==> config.mk <==
export PLATFORM = sky130hd
export DESIGN_NAME = shared_irq_src_ctrl
export DESIGN_NICKNAME = d
export VERILOG_FILES = /design/src/rtl/sic_pkg.sv /design/src/rtl/sic_ctrl.sv /design/src/rtl/sic_datapath.sv /design/src/rtl/shared_irq_src_ctrl.sv
export SDC_FILE = /design/constraint.sdc
export NUM_CORES = 1
export LEC_CHECK = 0
export BUFFER_PORTS_ARGS = -buffer_cell sky130_fd_sc_hd__buf_2
export CORE_MARGIN = 3
export CORE_UTILIZATION = 52
export DETAILED_ROUTE_END_ITERATION = 12
export GPL_ROUTABILITY_DRIVEN = 1
export GPL_TIMING_DRIVEN = 0
export PLACE_DENSITY_LB_ADDON = 0.1
export RECOVER_POWER = 25
export SKIP_LAST_GASP = 1
export SLEW_MARGIN = 20
export SYNTH_ARGS = -nofsm -noshare
export SYNTH_HDL_FRONTEND = slang
export SYNTH_SLANG_ARGS = --single-unit
export TNS_END_PERCENT = 10
==> constraint.sdc <==
create_clock -name clk -period 2.4 [get_ports clk]
set_clock_uncertainty 0.15 [all_clocks]
set_input_delay 0.24 -clock clk [delete_from_list [all_inputs] [get_ports clk]]
set_output_delay 0.24 -clock clk [all_outputs]
set_load 0.005 [all_outputs]
==> src/rtl/sic_pkg.sv <==
package sic_pkg;

  localparam int OFS_POL  = 'h100;
  localparam int OFS_TRIG = 'h180;
  localparam int OFS_DUAL = 'h200;
  localparam int OFS_EDGE = 'h280;
  localparam int OFS_CLRM = 'h300;
  localparam int OFS_SETM = 'h380;
  localparam int OFS_MASK = 'h400;
  localparam int OFS_PEND = 'h480;
  localparam int OFS_MAP  = 'h500;

  typedef enum logic [2:0] {
    RD_NONE, RD_POL, RD_TRIG, RD_DUAL, RD_MASK, RD_PEND, RD_MAP
  } rd_kind_e;

  typedef struct packed {
    logic     wrPol;
    logic     wrTrig;
    logic     wrDual;
    logic     wrClrMask;
    logic     wrSetMask;
    logic     wrEdge;
    logic     wrMap;
    logic [7:0] wordIdx;
    logic [7:0] mapIdx;
    rd_kind_e rdKind;
  } sic_strobe_t;

endpackage

==> src/rtl/sic_ctrl.sv <==
module sic_ctrl
  import sic_pkg::*;
#(
  parameter int NUM_IRQ = 40,
  parameter int ADDR_W  = 12
) (
  input  logic [ADDR_W-1:0] regAddr,
  input  logic              regWrEn,
  output sic_strobe_t       st
);

  localparam int MAP_END = OFS_MAP + 4 * NUM_IRQ;

  int unsigned addrInt;
  int unsigned grp;
  logic        aligned;
  logic        inMap;

  always_comb begin
    addrInt = int'(regAddr);
    grp     = addrInt >> 7;
    aligned = (regAddr[1:0] == 2'b00);
    inMap   = aligned && (addrInt >= OFS_MAP) && (addrInt < MAP_END);
    st          = '0;
    st.rdKind   = RD_NONE;
    st.wordIdx  = 8'(regAddr[6:2]);
    st.mapIdx   = 8'((addrInt - OFS_MAP) >> 2);
    if (inMap) begin
      st.wrMap  = regWrEn;
      st.rdKind = RD_MAP;
    end else if (aligned) begin
      case (grp)
        OFS_POL  >> 7: begin st.wrPol  = regWrEn; st.rdKind = RD_POL;  end
        OFS_TRIG >> 7: begin st.wrTrig = regWrEn; st.rdKind = RD_TRIG; end
        OFS_DUAL >> 7: begin st.wrDual = regWrEn; st.rdKind = RD_DUAL; end
        OFS_EDGE >> 7: st.wrEdge = regWrEn && (addrInt == OFS_EDGE);
        OFS_CLRM >> 7: st.wrClrMask = regWrEn;
        OFS_SETM >> 7: st.wrSetMask = regWrEn;
        OFS_MASK >> 7: st.rdKind = RD_MASK;
        OFS_PEND >> 7: st.rdKind = RD_PEND;
        default: ;
      endcase
    end
  end

endmodule

==> src/rtl/sic_datapath.sv <==
module sic_datapath
  import sic_pkg::*;
#(
  parameter int NUM_IRQ  = 40,
  parameter int NUM_PINS = 4,
  parameter int PIN_W    = 6
) (
  input  logic                 clk,
  input  logic                 rstN,
  input  sic_strobe_t          st,
  input  logic [31:0]          wrData,
  input  logic [NUM_IRQ-1:0]   irqIn,
  output logic [31:0]          rdData,
  output logic [NUM_IRQ-1:0]   pendVec,
  output logic [NUM_IRQ-1:0]   maskVec,
  output logic [NUM_IRQ-1:0]   trigVec,
  output logic [NUM_IRQ-1:0]   activeIrq,
  output logic [NUM_PINS-1:0]  pinIrq,
  output logic                 nmiIrq,
  output logic [8*NUM_IRQ-1:0] mapOut
);

  localparam int NUM_WORDS = (NUM_IRQ + 31) / 32;
  localparam int PAD_W     = NUM_WORDS * 32;

  logic [NUM_IRQ-1:0] syncA, syncB, syncC;
  logic [NUM_IRQ-1:0] polVec, dualVec, toPinVec, toNmiVec;
  logic [PIN_W-1:0]   pinSel  [NUM_IRQ];
  logic [31:0]        mapWord [NUM_IRQ];

  // two-flop synchroniser plus one history flop for edge detection
  always_ff @(posedge clk or negedge rstN) begin
    if (!rstN) begin
      syncA <= '0;
      syncB <= '0;
      syncC <= '0;
    end else begin
      syncA <= irqIn;
      syncB <= syncA;
      syncC <= syncB;
    end
  end

  for (genvar i = 0; i < NUM_IRQ; i++) begin : g_line
    localparam int W = i / 32;
    localparam int B = i % 32;
    logic             polR, trigR, dualR, maskR, pendR, toPinR, toNmiR;
    logic [PIN_W-1:0] pinR;
    logic             wordHit, edgeHit, riseEv, fallEv, lineEv, qualLvl;

    assign wordHit = (st.wordIdx == 8'(W));
    assign edgeHit = st.wrEdge && (wrData[7:0] == 8'(i));
    assign riseEv  = syncB[i] & ~syncC[i];
    assign fallEv  = ~syncB[i] & syncC[i];
    assign lineEv  = dualR ? (riseEv | fallEv) : (polR ? riseEv : fallEv);
    assign qualLvl = polR ? syncB[i] : ~syncB[i];

    always_ff @(posedge clk or negedge rstN) begin
      if (!rstN) begin
        polR <= 1'b0; trigR <= 1'b0; dualR <= 1'b0; maskR <= 1'b0;
        pendR <= 1'b0; toPinR <= 1'b0; toNmiR <= 1'b0; pinR <= '0;
      end else begin
        if (st.wrPol  && wordHit) polR  <= wrData[B];
        if (st.wrTrig && wordHit) trigR <= wrData[B];
        if (st.wrDual && wordHit) dualR <= wrData[B];
        if (st.wrSetMask && wordHit && wrData[B])      maskR <= 1'b1;
        else if (st.wrClrMask && wordHit && wrData[B]) maskR <= 1'b0;
        if (st.wrMap && (st.mapIdx == 8'(i))) begin
          toPinR <= wrData[31];
          toNmiR <= wrData[30];
          pinR   <= wrData[PIN_W-1:0];
        end
        if (!trigR)       pendR <= qualLvl;
        else if (lineEv)  pendR <= 1'b1;
        else if (edgeHit) pendR <= wrData[31];
      end
    end

    assign polVec[i]   = polR;
    assign trigVec[i]  = trigR;
    assign dualVec[i]  = dualR;
    assign maskVec[i]  = maskR;
    assign pendVec[i]  = pendR;
    assign toPinVec[i] = toPinR;
    assign toNmiVec[i] = toNmiR;
    assign pinSel[i]   = pinR;
    assign mapWord[i]  = {toPinR, toNmiR, {(30-PIN_W){1'b0}}, pinR};
    assign mapOut[8*i +: 8] = {toPinR, toNmiR, 6'(pinR)};
  end

  assign activeIrq = pendVec & maskVec;

  always_comb begin
    nmiIrq = 1'b0;
    for (int p = 0; p < NUM_PINS; p++) pinIrq[p] = 1'b0;
    for (int i = 0; i < NUM_IRQ; i++) begin
      if (toNmiVec[i] && activeIrq[i]) nmiIrq = 1'b1;
      for (int p = 0; p < NUM_PINS; p++)
        if (toPinVec[i] && activeIrq[i] && (pinSel[i] == PIN_W'(p))) pinIrq[p] = 1'b1;
    end
  end

  logic [PAD_W-1:0] selPad;
  int unsigned      wIdx;
  int unsigned      mIdx;

  always_comb begin
    wIdx = int'(st.wordIdx);
    mIdx = int'(st.mapIdx);
    case (st.rdKind)
      RD_POL:  selPad = PAD_W'(polVec);
      RD_TRIG: selPad = PAD_W'(trigVec);
      RD_DUAL: selPad = PAD_W'(dualVec);
      RD_MASK: selPad = PAD_W'(maskVec);
      RD_PEND: selPad = PAD_W'(pendVec);
      default: selPad = '0;
    endcase
    rdData = '0;
    if (st.rdKind == RD_MAP) begin
      if (mIdx < NUM_IRQ) rdData = mapWord[mIdx];
    end else if (wIdx < NUM_WORDS) begin
      rdData = selPad[wIdx*32 +: 32];
    end
  end

endmodule

==> src/rtl/shared_irq_src_ctrl.sv <==
module shared_irq_src_ctrl
  import sic_pkg::*;
#(
  parameter int NUM_IRQ  = 40,
  parameter int NUM_PINS = 4,
  parameter int ADDR_W   = 12
) (
  input  logic                 clk,
  input  logic                 rstN,
  input  logic [ADDR_W-1:0]    regAddr,
  input  logic                 regWrEn,
  input  logic [31:0]          regWrData,
  output logic [31:0]          regRdData,
  input  logic [NUM_IRQ-1:0]   irqIn,
  output logic [NUM_IRQ-1:0]   activeIrq,
  output logic [NUM_PINS-1:0]  pinIrq,
  output logic                 nmiIrq,
  output logic [8*NUM_IRQ-1:0] mapOut
);

  sic_strobe_t        strobe;
  logic [NUM_IRQ-1:0] pendVec, maskVec, trigVec;

  sic_ctrl #(.NUM_IRQ(NUM_IRQ), .ADDR_W(ADDR_W)) u_ctrl (
    .regAddr(regAddr), .regWrEn(regWrEn), .st(strobe)
  );

  sic_datapath #(.NUM_IRQ(NUM_IRQ), .NUM_PINS(NUM_PINS), .PIN_W(6)) u_dp (
    .clk(clk), .rstN(rstN), .st(strobe), .wrData(regWrData), .irqIn(irqIn),
    .rdData(regRdData), .pendVec(pendVec), .maskVec(maskVec), .trigVec(trigVec),
    .activeIrq(activeIrq), .pinIrq(pinIrq), .nmiIrq(nmiIrq), .mapOut(mapOut)
  );

endmodule

==> summary.txt <==
Setup path
  – Worst r2r src: u_dp.syncB[36]$_DFF_PN0_
  – Buf/Inv on CP: 1
  – CP Cell Sequence: nand4b_1 > nor2_2 > a32oi_2 > o211ai_1 > or4_1 > or4_4 > buf_6
  – Worst Setup SP: u_dp.g_line[9].pendR$_DFFE_PN0P_
  – Crit end category: output port
  – WS Path Type: reg2out
  – Reg2Reg Setup Slack: 0.61 ns
  – CP max FO: 4
  – Crit path max-delay family: simple AND/OR/NAND/NOR gates
  – Critical Path RT: 2.01 ns
  – Critical-path top delay cell: or4_1
  – Worst EP arrival: 2.96 ns
  – Peak per-stage delay on the critical path: between 0.5 and 0.6 ns
  – Startpoint types: flop

Placement
  – PortBufs: 475
  – Post-Place Cell Area: 37,000 sq um
  – Placer Congestion: 1.03
  – Post-DP HPWL: 118 mm
  – Cells after DPL: 4,153

Clock tree
  – Worst-path clk slew: 0.06 ns
  – Bufs on Longest Clock Path: 3
  – TritonCTS clock tree: done
  – Worst skew pair latency: between 0.6 and 0.7 ns
  – Root buffer cell: clkbuf_16
  – TritonCTS Buffers: 72
  – CTS Sinks: 640
  – H-Tree Depth: 3

Timing
  – Fin Hold WS: between 0.03 and 0.04 ns
  – Finish-stage setup viols: 372
  – Slew Limit Fails: 0
  – RSZ-0062 raised after global routing: yes
  – Final Hold Viols: 0
  – Peak Freq: approximately 300 MHz
  – Tmin final: 3.35 ns
  – Period utilization: 1.39
  – Slack of the critical path: -0.948 ns
  – Worst Tran Pin Value: 1.37 ns
  – Rel. slew slack: 0.0858

Run status
  – Outcome: finished, violations left
  – Violated checks: DRC, setup timing

Power
  – P per Cell Area: 575 nW/um^2
  – Combinational power share: 0.071
  – Worst ir drop on vdd: 679 uV
  – Total chip power: 24.6 mW
  – Total net switching power: slightly above 6 mW
  – Clock power frac: 0.477
  – Sw frac: 0.248
  – Register share of total power: 0.451
  – Cell-internal power: roughly 19 mW
  – LEAKAGE: 20.9 nW

GRT
  – Initial antenna violation count: 10
  – GR Util All Layers: 0.471
  – Vias in the first global route: 29,900
  – GR Overflow Total: 0
  – First-pass GRT wire length: 222 mm
  – Largest net degree at the start of global routing: 103

Layout
  – Design Area, Final: 42,900 sq um
  – Share of cells above drive strength 1: 0.488
  – Layout area overhead: 28.8%
  – Non-filler instance count after layout: 4,487
  – Nets: 3,741

Routing
  – Remaining DRCs: 2
  – Final wirelength: 160 mm
  – DRT iter0 DRCs: 3,911
  – Post-DRT Antenna Nets: 0
  – Vias: 29,900
  – Vias per cell: ~6.7
  – First-pass DRT Iterations: 12
  – Routed length per instance: ~36 um

Synth
  – Yosys top cell area share: 0.481
  – Number of synthesized flops with an enable pin: 0
  – Dominant cell type by area after synthesis: dfrtp_1
  – Synth cell types: between 50 and 60
  – Post-synthesis cell count: 2,823
  – Register bit total from synthesis: 640
  – Mapped Area: 33,300 sq um
  – Top-count cell post-synth: dfrtp_1
  – Dominant cells by area after synthesis: dfrtp_1 (48%), mux2_2 (18%), mux4_2 (5.1%), ha_1 (3.0%), nor2_1 (1.9%)
  – Sequential share of the synthesized area: 0.481
  – Async SR Flop Fraction: 1.00
  – Syn_nets: 2,990
  – Dominant synthesized flop cell: dfrtp_1
  – Most frequent cells after synthesis: dfrtp_1 (640), mux2_2 (526), nor2_1 (166), nand2_1 (143), inv_1 (115)
  – Syn_area_per_cell: 11.8 sq um
  – Ys Warns: 0

Floorplanning
  – Die footprint: 67,000 sq um
  – Chip width: 259 um
  – Die height: around 260 um
  – Row cnt: 92
  – Initial Utilization: 0.526
  – IO Pins: around 480
  – Core ar.: 63,200 sq um

Hold path
  – Worst hold path type: in2async

Flow run
  – Maxcap violations: 0
## metal layers
layer	vias to the layer above	wire, um	track usage
li1	11800	-	-
met2	2294	69300	0.702
met4	4	14300	0.338
met1	15200	57700	0.584
met3	662	18200	0.144
met5	-	25	0
## worst register-to-register path, delay by kind of cell, from the launching register on
family | cells | cell delay (ns)
buffers and inverters | 1 | 0.07
adders and majority gates | 1 | 0.17
AOI/OAI and AO/OA | 4 | 0.60
DFF | 1 | 0.41
and+or+nand+nor | 2 | 0.28
## metrics by stage
stage / util / TNS [ns] / setup WS (ns)
floorplan: - / -0.467 / -0.0271
global placement: 0.581 / -8128.40 / -12.06
detailed placement: 0.585 / -440.31 / -1.81
CTS: 0.669 / -28.44 / -0.896
global route: 0.678 / -148.89 / -0.947
finish: 0.678 / -75.10 / -0.948
## placed cells by master, fill, tap and decap left out, drive strengths merged, types with 10 or more instances in the layout
master / count
buf: 724
dfrtp: 640
mux2: 526
clkbuf: 214
nor2: 166
nand2: 143
inv: 120
ha: 80
mux4: 76
o21ai: 74
a21oi: 73
dlygate4sd3: 64
nand3: 59
nor3: 55
nor4: 51
mux2i: 48
and2: 47
a22oi: 46
a22o: 42
xnor2: 41
nor2b: 30
a31oi: 30
nand4: 27
nor3b: 26
a222oi: 24
and3: 24
or3: 16
o22ai: 14
diode: 12
nand2b: 12
nand4b: 12
a211oi: 12
clkinv: 11
o221ai: 10
a32oi: 10
a2111oi: 10
## kinds of logic after synthesis
kind of cell	after synthesis	share of synthesized area
and+or+nand+nor	695	0.107
muxes	650	0.244
DFF	640	0.481
AOI/OAI and AO/OA	380	0.0785
buffers and inverters	337	0.0478
adders and majority gates	80	0.0301
xor gates and xnor gates	41	0.0108
## repair_timing
item / in CTS / in global routing
gates cloned: 2 / 1
pin swaps: 78 / 41
endpoints found under the hold margin: 276 / 0
setup endpoints to repair: 371 / 422
hold buffers: 64 / 0
setup buffers: 96 / 36
gates resized for setup: 412 / 97
## registers in the layout, indices dropped and copies added (netlist names)
name,cells
u_dp.g_line.pendR,40
u_dp.g_line.maskR,40
u_dp.g_line.toPinR,40
u_dp.syncA,40
u_dp.syncB,40
u_dp.syncC,40
u_dp.g_line.dualR,40
u_dp.g_line.polR,40
u_dp.g_line.pinR,240
u_dp.g_line.trigR,40
u_dp.g_line.toNmiR,40
## power by group through the flow
stage	combinational (mW)	clock, mW	sequential [mW]
after floorplan	0.647	0	11.2
after global placement	1.40	0	11.3
after detailed placement	1.48	0	11.3
after CTS	1.70	11.8	11.1
after global routing	1.84	12.2	11.1
final	1.76	11.8	11.1
## final cells by class
cell class	count	area (sq um)
Timing Repair Buffer	682	4350
Clock buffer	104	2090
Inverter	116	435
Antenna cell	12	30.0
Multi-Input combinational cell	1846	16900
Tap cell	846	1060
Clock inverter	25	397
Buffer	216	1490
Sequential cell	640	16100
Fill cell	4682	20300
## path summary, 6_finish.rpt
kind	depth (start not counted)	to
worst max-delay path	7	pinIrq[3]
worst min-delay path	2	u_dp.g_line[5].pinR[5]$_DFFE_PN0P_
worst max register to register	8	u_dp.g_line[36].pendR$_DFFE_PN0P_
worst min register to register	0	u_dp.syncB[19]$_DFF_PN0_
max in group asynchronous	5	u_dp.g_line[22].polR$_DFFE_PN0P_
min in group clk	3	u_dp.g_line[30].maskR$_DFFE_PN0P_
No activity file was read; power rests on OpenSTA's default activity.
